**config.mk**
```make
export PLATFORM = sky130hd
export DESIGN_NAME = fdc_cmd_seq
export DESIGN_NICKNAME = d
export VERILOG_FILES = /design/src/rtl/fdc_seq_pkg.sv /design/src/rtl/fdc_sense_slots.sv /design/src/rtl/fdc_res_buf.sv /design/src/rtl/fdc_cmd_seq.sv
export SDC_FILE = /design/constraint.sdc
export NUM_CORES = 1
export LEC_CHECK = 0
export ABC_CLOCK_PERIOD_IN_PS = 4500
export BUFFER_PORTS_ARGS = -buffer_cell sky130_fd_sc_hd__buf_4
export CAP_MARGIN = 20
export CELL_PAD_IN_SITES_DETAIL_PLACEMENT = 0
export CELL_PAD_IN_SITES_GLOBAL_PLACEMENT = 1
export CORE_ASPECT_RATIO = 1.75
export CORE_MARGIN = 2
export CORE_UTILIZATION = 40
export CTS_CLUSTER_SIZE = 16
export DETAILED_ROUTE_END_ITERATION = 12
export HOLD_SLACK_MARGIN = 0.03
export PLACE_DENSITY = 0.79
export SYNTH_ARGS = -nofsm -noshare
export SYNTH_HDL_FRONTEND = slang
export SYNTH_HIERARCHICAL = 1
export SYNTH_SLANG_ARGS = --single-unit
```
**constraint.sdc**
```tcl
create_clock -name clk -period 4.5 [get_ports clk]
set_input_delay 0.9 -clock clk [delete_from_list [all_inputs] [get_ports clk]]
set_output_delay 0.9 -clock clk [all_outputs]
set_load 0.05 [all_outputs]
```
**src/rtl/fdc_seq_pkg.sv**
```systemverilog
package fdc_seq_pkg;
  localparam int BYTE_W = 8;
  localparam int NUM_DRIVES = 4;
  localparam logic [7:0] OP_MASK = 8'h1F;
  localparam logic [4:0] OP_SENSE = 5'h08;
  localparam logic [7:0] BAD_CODE = 8'h80;

  typedef struct packed {
    logic [3:0] clen;
    logic [3:0] rlen;
    logic       irq;
    logic       seek;
  } op_info_t;

  function automatic op_info_t op_lookup(input logic [4:0] op);
    op_info_t r;
    r = '0;
    case (op)
      5'h03: r = '{clen: 4'd3, rlen: 4'd0, irq: 1'b0, seek: 1'b0};
      5'h04: r = '{clen: 4'd2, rlen: 4'd1, irq: 1'b0, seek: 1'b0};
      5'h06: r = '{clen: 4'd9, rlen: 4'd7, irq: 1'b1, seek: 1'b0};
      5'h07: r = '{clen: 4'd2, rlen: 4'd0, irq: 1'b1, seek: 1'b1};
      5'h0A: r = '{clen: 4'd2, rlen: 4'd7, irq: 1'b1, seek: 1'b0};
      5'h0F: r = '{clen: 4'd3, rlen: 4'd0, irq: 1'b1, seek: 1'b1};
      default: r = '0;
    endcase
    return r;
  endfunction

  function automatic logic [7:0] status_byte(input logic rqm, input logic dio,
                                             input logic busy, input logic [3:0] drv);
    return {rqm, dio, 1'b0, busy, drv};
  endfunction
endpackage

```
**src/rtl/fdc_sense_slots.sv**
```systemverilog
module fdc_sense_slots #(
  parameter int N = 4,
  localparam int IW = $clog2(N)
) (
  input  logic          clk,
  input  logic          rst_n,
  input  logic          arm_all,
  input  logic          wr_en,
  input  logic          wr_full,
  input  logic [IW-1:0] wr_idx,
  input  logic [7:0]    wr_b0,
  input  logic [7:0]    wr_b1,
  input  logic          take,
  output logic          any_full,
  output logic [IW-1:0] pick_idx,
  output logic [7:0]    pick_b0,
  output logic [7:0]    pick_b1
);
  logic [N-1:0] full;
  logic [7:0]   sb0 [N];
  logic [7:0]   sb1 [N];

  for (genvar g = 0; g < N; g++) begin : g_slot
    always_ff @(posedge clk) begin
      if (!rst_n) begin
        full[g] <= 1'b0;
        sb0[g]  <= '0;
        sb1[g]  <= '0;
      end else if (arm_all) begin
        full[g] <= 1'b1;
        sb0[g]  <= 8'hC0 | 8'(g);
        sb1[g]  <= '0;
      end else if (take && pick_idx == IW'(g)) begin
        full[g] <= 1'b0;
      end else if (wr_en && wr_idx == IW'(g)) begin
        full[g] <= wr_full;
        if (wr_full) begin
          sb0[g] <= wr_b0;
          sb1[g] <= wr_b1;
        end
      end
    end
  end

  always_comb begin
    any_full = 1'b0;
    pick_idx = '0;
    for (int i = N - 1; i >= 0; i--) begin
      if (full[i]) begin
        any_full = 1'b1;
        pick_idx = IW'(i);
      end
    end
    pick_b0 = sb0[pick_idx];
    pick_b1 = sb1[pick_idx];
  end
endmodule

```
**src/rtl/fdc_res_buf.sv**
```systemverilog
module fdc_res_buf #(
  parameter int DEPTH = 9,
  parameter int CW = 4
) (
  input  logic               clk,
  input  logic               rst_n,
  input  logic               load_be,
  input  logic [DEPTH*8-1:0] be_res,
  input  logic               load_pair,
  input  logic [7:0]         p0,
  input  logic [7:0]         p1,
  input  logic [CW-1:0]      rd_idx,
  output logic [7:0]         rd_byte
);
  logic [7:0] rb [DEPTH];

  for (genvar g = 0; g < DEPTH; g++) begin : g_byte
    always_ff @(posedge clk) begin
      if (!rst_n) rb[g] <= '0;
      else if (load_be) rb[g] <= be_res[g*8 +: 8];
      else if (load_pair) begin
        if (g == 0) rb[g] <= p0;
        else if (g == 1) rb[g] <= p1;
      end
    end
  end

  always_comb begin
    rd_byte = '0;
    for (int i = 0; i < DEPTH; i++)
      if (rd_idx == CW'(i)) rd_byte = rb[i];
  end
endmodule

```
**src/rtl/fdc_cmd_seq.sv**
```systemverilog
module fdc_cmd_seq
  import fdc_seq_pkg::*;
#(
  parameter int BUF_DEPTH = 9,
  localparam int CNT_W = $clog2(BUF_DEPTH + 1),
  localparam int DRV_W = $clog2(NUM_DRIVES)
) (
  input  logic                   clk,
  input  logic                   rst_n,
  input  logic                   ctl_run,
  input  logic                   cpu_rd,
  input  logic                   cpu_wr,
  input  logic                   cpu_sel,
  input  logic [7:0]             cpu_wdata,
  output logic [7:0]             cpu_rdata,
  output logic                   be_start,
  output logic [BUF_DEPTH*8-1:0] be_cmd,
  output logic [3:0]             be_len,
  input  logic                   be_done,
  input  logic                   be_ok,
  input  logic [BUF_DEPTH*8-1:0] be_res,
  output logic                   irq
);
  logic rqm, dio, busy, pending, irq_q, run_q, start_q;
  logic [NUM_DRIVES-1:0] drv_busy;
  logic [4:0]       opcode;
  logic [CNT_W-1:0] ccnt, rcnt, rlen;
  logic [7:0]       cmd_buf [BUF_DEPTH];

  // named events shared with the checker
  logic ev_st_rd, ev_wr_ok, ev_rd_ok, ev_new_cmd, ev_direct, ev_sense, ev_last_byte;
  logic ev_done, ev_done_ok, ev_fail, ev_last_res, ev_first_res, run_rise;
  logic [4:0]       op_w;
  logic [CNT_W-1:0] ccnt_w;
  op_info_t         info_w, info_cur;
  logic             any_full;
  logic [DRV_W-1:0] pick_idx, done_drv;
  logic [7:0]       pick_b0, pick_b1, res_byte;
  logic [7:0]       status;
  logic             sense_hit;

  assign run_rise     = ctl_run & ~run_q;
  assign ev_st_rd     = cpu_rd & ~cpu_sel;
  assign ev_wr_ok     = cpu_wr & cpu_sel & ctl_run & rqm & ~dio;
  assign ev_rd_ok     = cpu_rd & cpu_sel & ctl_run & rqm & dio;
  assign ev_new_cmd   = ev_wr_ok & ~busy;
  assign op_w         = ev_new_cmd ? 5'(cpu_wdata & OP_MASK) : opcode;
  assign info_w       = op_lookup(op_w);
  assign info_cur     = op_lookup(opcode);
  assign ccnt_w       = ev_new_cmd ? '0 : ccnt;
  assign ev_direct    = ev_wr_ok & (info_w.clen == 4'd0);
  assign ev_sense     = ev_direct & (op_w == OP_SENSE);
  assign sense_hit    = ev_sense & any_full;
  assign ev_last_byte = ev_wr_ok & (info_w.clen != 4'd0) &
                        ((ccnt_w + CNT_W'(1)) == CNT_W'(info_w.clen));
  assign ev_done      = be_done & pending & ctl_run & run_q;
  assign ev_done_ok   = ev_done & be_ok;
  assign ev_fail      = ev_done & ~be_ok;
  assign ev_last_res  = ev_rd_ok & ((rcnt + CNT_W'(1)) >= rlen);
  assign ev_first_res = ev_rd_ok & (rcnt == '0);
  assign done_drv     = cmd_buf[1][DRV_W-1:0];

  assign status    = status_byte(rqm, dio, busy, drv_busy);
  assign cpu_rdata = ev_st_rd ? status : (ev_rd_ok ? res_byte : 8'h00);
  assign be_start  = start_q;
  assign be_len    = info_cur.clen;
  assign irq       = irq_q;

  for (genvar g = 0; g < BUF_DEPTH; g++) begin : g_cmd_out
    assign be_cmd[g*8 +: 8] = cmd_buf[g];
  end

  fdc_sense_slots #(.N(NUM_DRIVES)) u_slots (
    .clk(clk), .rst_n(rst_n), .arm_all(run_rise),
    .wr_en(ev_done_ok), .wr_full(info_cur.seek), .wr_idx(done_drv),
    .wr_b0(be_res[7:0]), .wr_b1(be_res[15:8]),
    .take(sense_hit), .any_full(any_full), .pick_idx(pick_idx),
    .pick_b0(pick_b0), .pick_b1(pick_b1)
  );

  fdc_res_buf #(.DEPTH(BUF_DEPTH), .CW(CNT_W)) u_res (
    .clk(clk), .rst_n(rst_n),
    .load_be(ev_done_ok && info_cur.rlen != 4'd0), .be_res(be_res),
    .load_pair(ev_direct),
    .p0(sense_hit ? pick_b0 : BAD_CODE), .p1(sense_hit ? pick_b1 : 8'h00),
    .rd_idx(rcnt), .rd_byte(res_byte)
  );

  for (genvar g = 0; g < BUF_DEPTH; g++) begin : g_cmd_buf
    always_ff @(posedge clk) begin
      if (!rst_n) cmd_buf[g] <= '0;
      else if (ev_wr_ok && !ev_direct && ccnt_w == CNT_W'(g)) cmd_buf[g] <= cpu_wdata;
    end
  end

  always_ff @(posedge clk) begin
    if (!rst_n) begin
      rqm <= 1'b0; dio <= 1'b0; busy <= 1'b0; pending <= 1'b0;
      irq_q <= 1'b0; run_q <= 1'b0; start_q <= 1'b0;
      drv_busy <= '0; opcode <= '0; ccnt <= '0; rcnt <= '0; rlen <= '0;
    end else begin
      run_q   <= ctl_run;
      start_q <= 1'b0;
      if (!ctl_run) begin
        rqm   <= 1'b0;
        irq_q <= 1'b0;
      end else if (run_rise) begin
        rqm <= 1'b1; dio <= 1'b0; busy <= 1'b0; pending <= 1'b0;
        drv_busy <= '0; ccnt <= '0; rcnt <= '0; irq_q <= 1'b1;
      end else begin
        if (ev_st_rd && !pending) rqm <= 1'b1;
        if (ev_wr_ok) begin
          rqm <= 1'b0;
          if (ev_new_cmd) begin
            opcode <= op_w;
            busy   <= 1'b1;
          end
          if (ev_direct) begin
            dio  <= 1'b1;
            rcnt <= '0;
            rlen <= sense_hit ? CNT_W'(2) : CNT_W'(1);
            if (sense_hit) begin
              drv_busy[pick_idx] <= 1'b0;
              irq_q <= 1'b0;
            end
          end else begin
            ccnt <= ccnt_w + CNT_W'(1);
            if (ev_last_byte) begin
              pending <= 1'b1;
              start_q <= 1'b1;
            end
          end
        end
        if (ev_rd_ok) begin
          rqm <= 1'b0;
          if (ev_first_res) irq_q <= 1'b0;
          if (ev_last_res) begin
            busy <= 1'b0; dio <= 1'b0; rcnt <= '0;
          end else begin
            rcnt <= rcnt + CNT_W'(1);
          end
        end
        if (ev_done) begin
          pending <= 1'b0;
          if (be_ok) begin
            if (info_cur.irq) irq_q <= 1'b1;
            if (info_cur.seek) drv_busy[done_drv] <= 1'b1;
            if (info_cur.rlen == 4'd0) busy <= 1'b0;
            else begin
              dio  <= 1'b1;
              rcnt <= '0;
              rlen <= CNT_W'(info_cur.rlen);
            end
          end else begin
            busy <= 1'b0;
            dio  <= 1'b0;
          end
        end
      end
    end
  end
endmodule

```
### Word-level counts from Yosys, hierarchy flattened

Memory sizes are Yosys's and may differ from the RTL's.
Cells that the tools add are included.

| operators by class | value |
|---|---|
| equal/unequal tests | 38 |
| bitwise logic cells | 69 |
| reductions and logical operators | 46 |
| $lt $le $gt $ge | 5 |
| mux-type cells | 198 |
| add/subtract/negate cells | 2 |

Operator list:

| kind | count |
|---|---|
| 8-bit two-way mux | 49 |
| 10-bit case mux with 6 select lines | 2 |
| 1-bit two-way mux | 112 |
| 4-bit two-way mux | 27 |
| 1-bit OR | 36 |
| 4-bit by 3-bit == test with 1-bit output, second input constant | 8 |
| 5-bit by 3-bit == test with 1-bit output, second input constant | 6 |
| 5-bit by 4-bit == test with 1-bit output, second input constant | 5 |
| 1-bit AND | 22 |
| 1-bit logical AND | 22 |
| 3-bit nonzero test | 6 |
| 4-bit by 2-bit == test with 1-bit output, second input constant | 4 |
| 4-bit zero test | 4 |
| 4-bit nonzero test | 3 |
| 5-bit by 2-bit == test with 1-bit output, second input constant | 2 |
| 2-bit two-way mux | 5 |
| 4-bit by 1-bit adder with 4-bit output, second input constant | 2 |
| 2-bit == test, second input constant | 4 |
| 4-bit by 1-bit == test with 1-bit output, second input constant | 2 |
| 4-bit == test, second input constant | 2 |
| 1-bit inverter | 8 |
| 4-bit AND reduction | 2 |
| 2-bit by 3-bit < comparator with 1-bit output, second input constant | 2 |
| 5-bit two-way mux | 1 |
| other kinds (16) | 22 |

| word-level totals | value |
|---|---|
| memories | 4 |
| register bits | 32 |
| RAM bits | 208 |
| input bits | 88 |
| output and inout bits | 86 |
| logic and storage cells | 378 |

Memories:

| memory | depth | bits a word | rd ports | clocked after memory_dff | wr ports | RTL line | text |
|---|---|---|---|---|---|---|---|
| cmd_buf | 9 | 8 | 9 | 0 | 9 | fdc_cmd_seq.sv:28 | `logic [7:0] cmd_buf [BUF_DEPTH];` |
| u_res.rb | 9 | 8 | 9 | 0 | 9 | fdc_res_buf.sv:15 | `logic [7:0] rb [DEPTH];` |
| u_slots.sb0 | 4 | 8 | 1 | 0 | 4 | fdc_sense_slots.sv:20 | `logic [7:0] sb0 [N];` |
| u_slots.sb1 | 4 | 8 | 1 | 0 | 4 | fdc_sense_slots.sv:21 | `logic [7:0] sb1 [N];` |

### Depth between registers and ports, before layout

Gate-level depths: netlist (run 1).

| depth | value |
|---|---|
| word-level depth | 23 |
| depth in mapped cells | 13 |
| mapped depth without buffers | 10 |

### Modules after synthesis

The synthesis (run 1) kept the hierarchy.

By module, submodules not included:

| module | area each (µm²) | seq. area each (µm²) | cells an instance | instances |
|---|---|---|---|---|
| fdc_cmd_seq | 5,069.9 | 2,722.6 | 474 | 1 |
| fdc_res_buf | 3,499.6 | 2,162.1 | 267 | 1 |
| fdc_sense_slots | 3,229.3 | 2,001.9 | 287 | 1 |

### Worst setup path after synthesis (run 1)

Ideal clock, no wire load.

| path | value |
|---|---|
| kind | input-to-reg |
| start | in be_ok |
| end | mem u_res.rb[0][0], data pin |
| required time | 4.244 ns |
| setup time | 0.256 ns |
| data arrival time | 3.567 ns |
| setup slack | 0.676 ns |
| cell stages on the path | 6 |
| path buffers | 1 |
| cell sequence | nand3_1 -> nor3_1 -> nand2b_1 -> nor2_1 -> buf_2 -> a22o_1 |

RTL lines:

| what | RTL line | text |
|---|---|---|
| from (decl) | fdc_cmd_seq.sv:20 | `input logic be_ok,` |
| to (decl) | fdc_res_buf.sv:15 |  |

### Worst setup path after layout (run 1)

| path | value |
|---|---|
| start | reg rcnt[0] |
| end | out cpu_rdata[6] |

| on the way | value |
|---|---|
| cells in the longest elaborated chain, start to end | 12 |
| elaborated cells between the ends (all ways) | 20 |
| classes of those cells | 8 x eq/ne; 11 x mux; 1 x reduce/logical |

Ends and longest elaborated chain:

| what | RTL line | text |
|---|---|---|
| from (decl) | fdc_cmd_seq.sv:27 | `logic [CNT_W-1:0] ccnt, rcnt, rlen;` |
| from (signal assigned) | fdc_cmd_seq.sv:140 | `rcnt <= rcnt + CNT_W'(1);` |
| 4-bit zero test | fdc_res_buf.sv:31 | `if (rd_idx == CW'(i)) rd_byte = rb[i];` |
| 8-bit two-way mux (8 in a row) | fdc_res_buf.sv:31 |  |
| 8-bit two-way mux * | fdc_res_buf.sv:31 |  |
| net res_byte[6] | fdc_cmd_seq.sv:38 | `logic [7:0] pick_b0, pick_b1, res_byte;` |
| 8-bit two-way mux * (2 in a row) | fdc_cmd_seq.sv:64 | `assign cpu_rdata = ev_st_rd ? status : (ev_rd_ok ? res_byte : 8'h00);` |
| to (decl) | fdc_cmd_seq.sv:15 | `output logic [7:0] cpu_rdata,` |

The timed path passes the listed nets; every way through them passes the cells marked *.

==> results of run 1 <==
==> area by class of cell <==
type | instances | share of cell area (%)
flip-flops and latches | 240 | 49.00
multi-input cells | 679 | 31.27
repair buffers | 201 | 10.72
clock buffers | 32 | 4.469
well taps | 382 | 3.401
inverters | 35 | 0.9347
clock inverters | 5 | 0.2048
==> final timing paths <==
kind                                endpoint                   start  cells past startpoint
max                             cpu_rdata[6]    rcnt[0]$_SDFFE_PN0P_                      6
min                     rlen[1]$_SDFFE_PN0P_    rlen[1]$_SDFFE_PN0P_                      2
max reg2reg  u_slots/sb0[0][0]$_SDFFCE_PN0P_  opcode[0]$_SDFFE_PN0P_                      7
min reg2reg             rlen[1]$_SDFFE_PN0P_    rlen[1]$_SDFFE_PN0P_                      2
==> placed cells by master (no fill, tap or decap), types with 4 or more instances in the layout <==
cell,n
dfxtp_1,32
mux2i_1,15
nor3_2,5
o21ai_0,76
o21ai_1,4
edfxtp_1,208
a41o_2,4
a221oi_1,18
and3_1,62
clkinv_1,5
clkbuf_16,22
mux2_2,4
and2_1,74
o2111ai_1,5
nand3_1,30
a22o_1,22
nand2b_1,11
nand2_1,74
xnor2_1,7
nor3b_1,4
nor3_1,22
clkbuf_1,6
buf_4,200
a31o_2,6
nor2_4,9
ha_1,10
nor2_1,72
a31oi_1,4
nor2b_1,7
clkbuf_8,4
nand3b_1,4
inv_1,31
o31ai_1,5
a21oi_1,33
==> synthesized netlist by cell type (12+ instances only) <==
library cell,count
clkbuf_1,41
and2_1,74
edfxtp_1,208
buf_2,14
nand3_1,30
mux2i_1,15
nand2b_1,12
a22o_1,22
nand2_1,74
and3_1,62
dfxtp_1,32
a221oi_1,18
o21ai_0,76
nor3_1,23
inv_1,31
nor2_1,72
a21oi_1,33
==> kinds of logic after synthesis <==
kind of cell	after synthesis	synth area share [%]
buffers and inverters	109	4.443
flip-flops	240	58.37
other	1	0.03178
AO/OA/AOI/OAI	223	13.22
multiplexers	22	2.227
XOR/XNOR	10	0.7424
AND/OR/NAND/NOR	413	19.90
adder cells (fa/ha/maj)	10	1.060
==> state kept, by name (all words and copies together), names as in the netlist, 5 cells and up <==
signal,count
u_slots/sb0,32
u_res/rb,72
u_slots/sb1,32
opcode,5
cmd_buf,72
==> where the power goes <==
| group | switching, mW | internal (mW) |
|---|---|---|
| clock network | 0.776 | 0.963 |
| logic | 0.318 | 0.146 |
| registers | 0.0387 | 2.50 |
==> through the flow <==
stage               instance area (µm²)  total power, mW
floorplan                         11800            2.834
global placement                  13390            3.043
detailed placement                13390            3.050
CTS                               14050            4.770
global route                      14050            4.868
finish                            14050            4.741
==> worst reg2reg max path: stages (launching register included) <==
cell	delay, ns
dfxtp_1	0.46
or4b_1	0.61
a211oi_2	0.25
o21ai_2	0.11
nor4_4	0.20
or4b_2	0.63
nand3_2	0.28
nand2_1	0.51
==> per-layer routing <==
layer / wire (µm) / vias up / part of all wire, %
met4: 1998 / 0 / 6.0
met1: 11150 / 4145 / 34
met5: 0 / - / 0
met3: 1393 / 82 / 4.2
met2: 18660 / 296 / 56
li1: - / 4117 / -
==> impl_metrics.json, run 1 <==
{
  "cp_top_family": "flip-flops",
  "yosysTopAreaCell": "edfxtp_1",
  "final_max_slew_viol_count": 0,
  "regArea_mm2": 0.006887,
  "crit_path_cell_trace": "inv_1, a311oi_1, a221o_1, nand3_1, a21oi_1, buf_4",
  "num_vias": 8640,
  "synth-async-reset-ratio_pct": 0,
  "routed_wl_mm": 33.21,
  "setup_ws_ns": 0.6249,
  "routabilityCongestion": 0.9046,
  "finalHoldViolations": 0,
  "htreeDepth": 1,
  "run_status": "finished clean",
  "cts.sinks": 240,
  "die_h_um": 231.2,
  "cp_max_fo": 19,
  "slowest_delay_ns": 0.91,
  "syn-num-nets": 1126,
  "powerDensity_mw_per_mm2": 337.4,
  "area_growth_pct": 19.12,
  "cts_resized": 0,
  "antenna_found_initial": 0,
  "antenna_cells": 0,
  "place_ws_ns": 0.5391,
  "grt-ovfl-total": 0,
  "ys_warn_count": 6,
  "drt-pass1-iter-count": 5,
  "syn_inst": 1028,
  "synth_top_area_share_pct": 52.94,
  "ys_ff_latch": 240,
  "drc": 0,
  "ys_top_cells_by_area": "edfxtp_1 53%, dfxtp_1 5.4%, and2_1 3.9%, and3_1 3.3%, o21ai_0 3.2%",
  "synth_edf_count": 208,
  "regToRegSetupSlack_ns": 1.04,
  "finalSetupViolations": 0,
  "crit_path_top_delay_cell": "dfxtp_1",
  "fmax_mhz": 258.1,
  "drive_above_1_share_pct": 23.91,
  "initial_utilization_pct": 40.43,
  "end_kind": "output port",
  "holdWs_ns": 0.4820,
  "synthesis.area_mm2": 0.01180,
  "place_hpwl_mm": 25.18,
  "filler_cell_count": 2640,
  "period_needed_ns": 3.875,
  "wire_per_inst_um": 21.10,
  "placedCellCount": 1536,
  "io_pins": 174,
  "use_met2_pct": 42.34,
  "routed_via_density": 5.489,
  "ir_worst_vdd_uv": 240.9,
  "grt_busiest_layer": "met2",
  "slew-limit-headroom_pct": 35.72,
  "grt_usage_pct": 21.31,
  "cts_root_buffer": "clkbuf_16",
  "port_buffers": 172,
  "cp_num_buf_inv": 2,
  "worstHoldPathType": "flop to flop",
  "post_cts_buffers": 0,
  "cts_made_buffers": 21,
  "clk_pin_slew_ns": 0.07,
  "maxCapViolCount": 0,
  "cts.path.max_buffers": 3,
  "avgSynthCellArea_um2": 11.48,
  "synth_flop_cell": "edfxtp_1",
  "global_route.usage.met1_pct": 21.01,
  "cts_hold_buf": 0,
  "p_leak_nw": 5.429,
  "path_class": "flop to output port",
  "use_met3_pct": 2.056,
  "grt_pass1_wl_mm": 50.14,
  "crit_required_ns": 3.60,
  "synth.distinct_cells": 95,
  "final_cell_count_no_fill": 1574,
  "critPathLaunchType": "flop",
  "finClkSkew_ns": 0.02208,
  "core_area_mm2": 0.02918,
  "tightest_slew_ns": 0.9540,
  "grt_max_degree": 57,
  "multi_input_area_mm2": 0.004395,
  "rsz0062_at_grt": "false",
  "dieWidth_um": 133.8,
  "clock_insertion_delay_worst_skew_ns": 0.53,
  "cts_tree": "built",
  "fin_util_pct": 48.16,
  "die_area_mm2": 0.03094,
  "cp.arrival_ns": 2.98,
  "grt_pass1_vias": 8759,
  "drtIter0Drc": 624,
  "ant_nets": 0,
  "yosysSeqAreaShare_pct": 58.37,
  "finalSetupTns_ns": 0,
  "finalCritPeriodShare_pct": 86.11,
  "fp-row-count": 83,
  "final_nets": 1276
}
Power figures use the tool's default switching activity.
==> run 2: changes to the inputs <==
--- a/config.mk
+++ b/config.mk
@@ -16,8 +16,9 @@
 export CTS_CLUSTER_SIZE = 16
 export DETAILED_ROUTE_END_ITERATION = 12
 export HOLD_SLACK_MARGIN = 0.03
-export PLACE_DENSITY = 0.79
+export PLACE_DENSITY = 0.82
 export SYNTH_ARGS = -nofsm -noshare
 export SYNTH_HDL_FRONTEND = slang
 export SYNTH_HIERARCHICAL = 1
 export SYNTH_SLANG_ARGS = --single-unit
+export TNS_END_PERCENT = 1
==> run 2 against run 1 <==
Compared with the run above: clock power is 7% higher; count of clock-buffer cells in the layout is 7 lower; combinational power is 5.2% lower; non-clock buffer count is 4 lower; flip-flop and latch count stayed put; core utilization is 0.051 points higher; first-iteration DRC count is 3.7% lower; clock skew is 0.013 ns lower; register-to-register slack worse by 0.11 ns; global-route usage is 0.96 points lower; via count is 0.29% higher; wire length is 4.5% lower; critical path type unchanged.
==> impl_metrics.json, run 2 (synthesis results as in run 1) <==
{
  "clk_pin_slew_ns": 0.07,
  "end_kind": "output port",
  "finalSetupTns_ns": 0,
  "period_needed_ns": 3.961,
  "seq_power_share_pct": 52.5,
  "antenna_cells": 0,
  "place_ws_ns": 0.5467,
  "cts_hold_buf": 0,
  "drive_above_1_share_pct": 23.99,
  "finalCritPeriodShare_pct": 88.03,
  "cts.sinks": 240,
  "routed_wl_mm": 31.71,
  "cts_tree": "built",
  "clock_insertion_delay_worst_skew_ns": 0.52,
  "finalHoldViolations": 0,
  "p_leak_nw": 5.442,
  "finalPower_mw": 4.847,
  "die_area_mm2": 0.03094,
  "final_cell_count_no_fill": 1570,
  "intPower_mw": 3.709,
  "placedCellCount": 1531,
  "fmax_mhz": 252.4,
  "ff2ff_path_depth": 7,
  "ir_worst_vdd_uv": 219.8,
  "path_class": "flop to output port",
  "grt-ovfl-total": 0,
  "antenna_found_initial": 0,
  "cts.path.max_buffers": 3,
  "whs_path_depth": 2,
  "place_hpwl_mm": 24.20,
  "htreeDepth": 1,
  "powerDensity_mw_per_mm2": 344.5,
  "initial_utilization_pct": 40.43,
  "io_pins": 174,
  "setup_ws_ns": 0.5387,
  "cp_max_fo": 23,
  "cts_made_buffers": 21,
  "routabilityCongestion": 0.8753,
  "worstHoldPathType": "flop to flop",
  "ant_nets": 0,
  "rsz0062_at_grt": "false",
  "core_area_mm2": 0.02918,
  "holdWs_ns": 0.4754,
  "grt_pass1_wl_mm": 48.36,
  "dieWidth_um": 133.8,
  "cts_resized": 0,
  "grt_usage_pct": 20.34,
  "fin_util_pct": 48.21,
  "switchingPower_mw": 1.138,
  "port_buffers": 172,
  "p_comb_share_pct": 9.1,
  "final_max_slew_viol_count": 0,
  "drc": 0,
  "routed_via_density": 5.519,
  "num_vias": 8665,
  "reg_top3": "cmd_buf: 72 flops, u_res/rb: 72 flops",
  "run_status": "finished clean",
  "final_nets": 1272,
  "switching_share_pct": 23.47,
  "finClkSkew_ns": 0.009245,
  "die_h_um": 231.2,
  "drt-pass1-iter-count": 5,
  "clock_power_share_pct": 38.4,
  "wire_per_inst_um": 20.20,
  "maxCapViolCount": 0,
  "critPathLaunchType": "flop",
  "mostFrequentLayoutCells": "208 x edfxtp_1, 195 x buf_4, 76 x o21ai_0, 74 x nand2_1, 74 x and2_1",
  "fp-row-count": 83,
  "mostFrequentLayoutCell": "edfxtp_1",
  "cts_root_buffer": "clkbuf_16",
  "final_cell_area_mm2": 0.01407,
  "slew-limit-headroom_pct": 29.19,
  "area_growth_pct": 19.25,
  "crit_required_ns": 3.60,
  "grt_max_degree": 63,
  "drtIter0Drc": 601,
  "post_cts_buffers": 0,
  "finalSetupViolations": 0,
  "cp.arrival_ns": 3.06,
  "tightest_slew_ns": 1.051,
  "place_area_mm2": 0.01336,
  "grt_pass1_vias": 8576
}
==> run 2: cell count changes in the layout (fill, tap and decap cells not counted), moves of 2 or more <==
cell,delta
buf_4,-5
clkbuf_1,-4
clkinv_2,+4
bufinv_16,+3
clkbuf_8,-2
==> run 2: power groups by stage <==
stage	Sequential, mW	Clock, mW	Combinational (mW)
global placement	2.59	0	0.436
finish	2.55	1.86	0.440
floorplan	2.67	0	0.163
CTS	2.55	1.89	0.440
detailed placement	2.60	0	0.439
global route	2.55	1.96	0.469
==> run 2: worst paths after layout <==
kind / startpoint / slack (ns) / endpoint
worst min register to register: rlen[3]$_SDFFE_PN0P_ / 0.48 / rlen[3]$_SDFFE_PN0P_
worst max-delay path: rcnt[1]$_SDFFE_PN0P_ / 0.54 / cpu_rdata[6]
worst min-delay path: rlen[3]$_SDFFE_PN0P_ / 0.48 / rlen[3]$_SDFFE_PN0P_
worst max register to register: u_slots/full[1]$_SDFFE_PN0P_ / 0.93 / u_slots/sb0[0][2]$_SDFFCE_PN0P_
==> run 2: critical path, cell delays in order (launching register included) <==
cell and delay (ns):
dfxtp_1 0.90, buf_4 0.34, or3_1 0.14, a21oi_1 0.07, a311oi_1 0.30, a221o_1 0.23
nand3_1 0.08, a21oi_1 0.23, buf_4 0.24
==> run 2: layout make-up <==
type                            count  area [µm²]
Inverter                           35       131.4
Clock inverter                     12       143.9
Fill cell                        2588       15110
Clock buffer                       25       560.5
Sequential cell                   240        6887
Multi-Input combinational cell    679        4395
Timing Repair Buffer              197        1474
Tap cell                          382       478.0
==> run 2: per-layer routing <==
| layer | global-route usage, % | wire length, µm | part of all wire [%] |
|---|---|---|---|
| met3 | 2.406 | 1700 | 5.4 |
| met1 | 21.40 | 11090 | 35 |
| met2 | 40.05 | 17720 | 56 |
| met5 | 0 | 0 | 0 |
| met4 | 8.411 | 1203 | 3.8 |
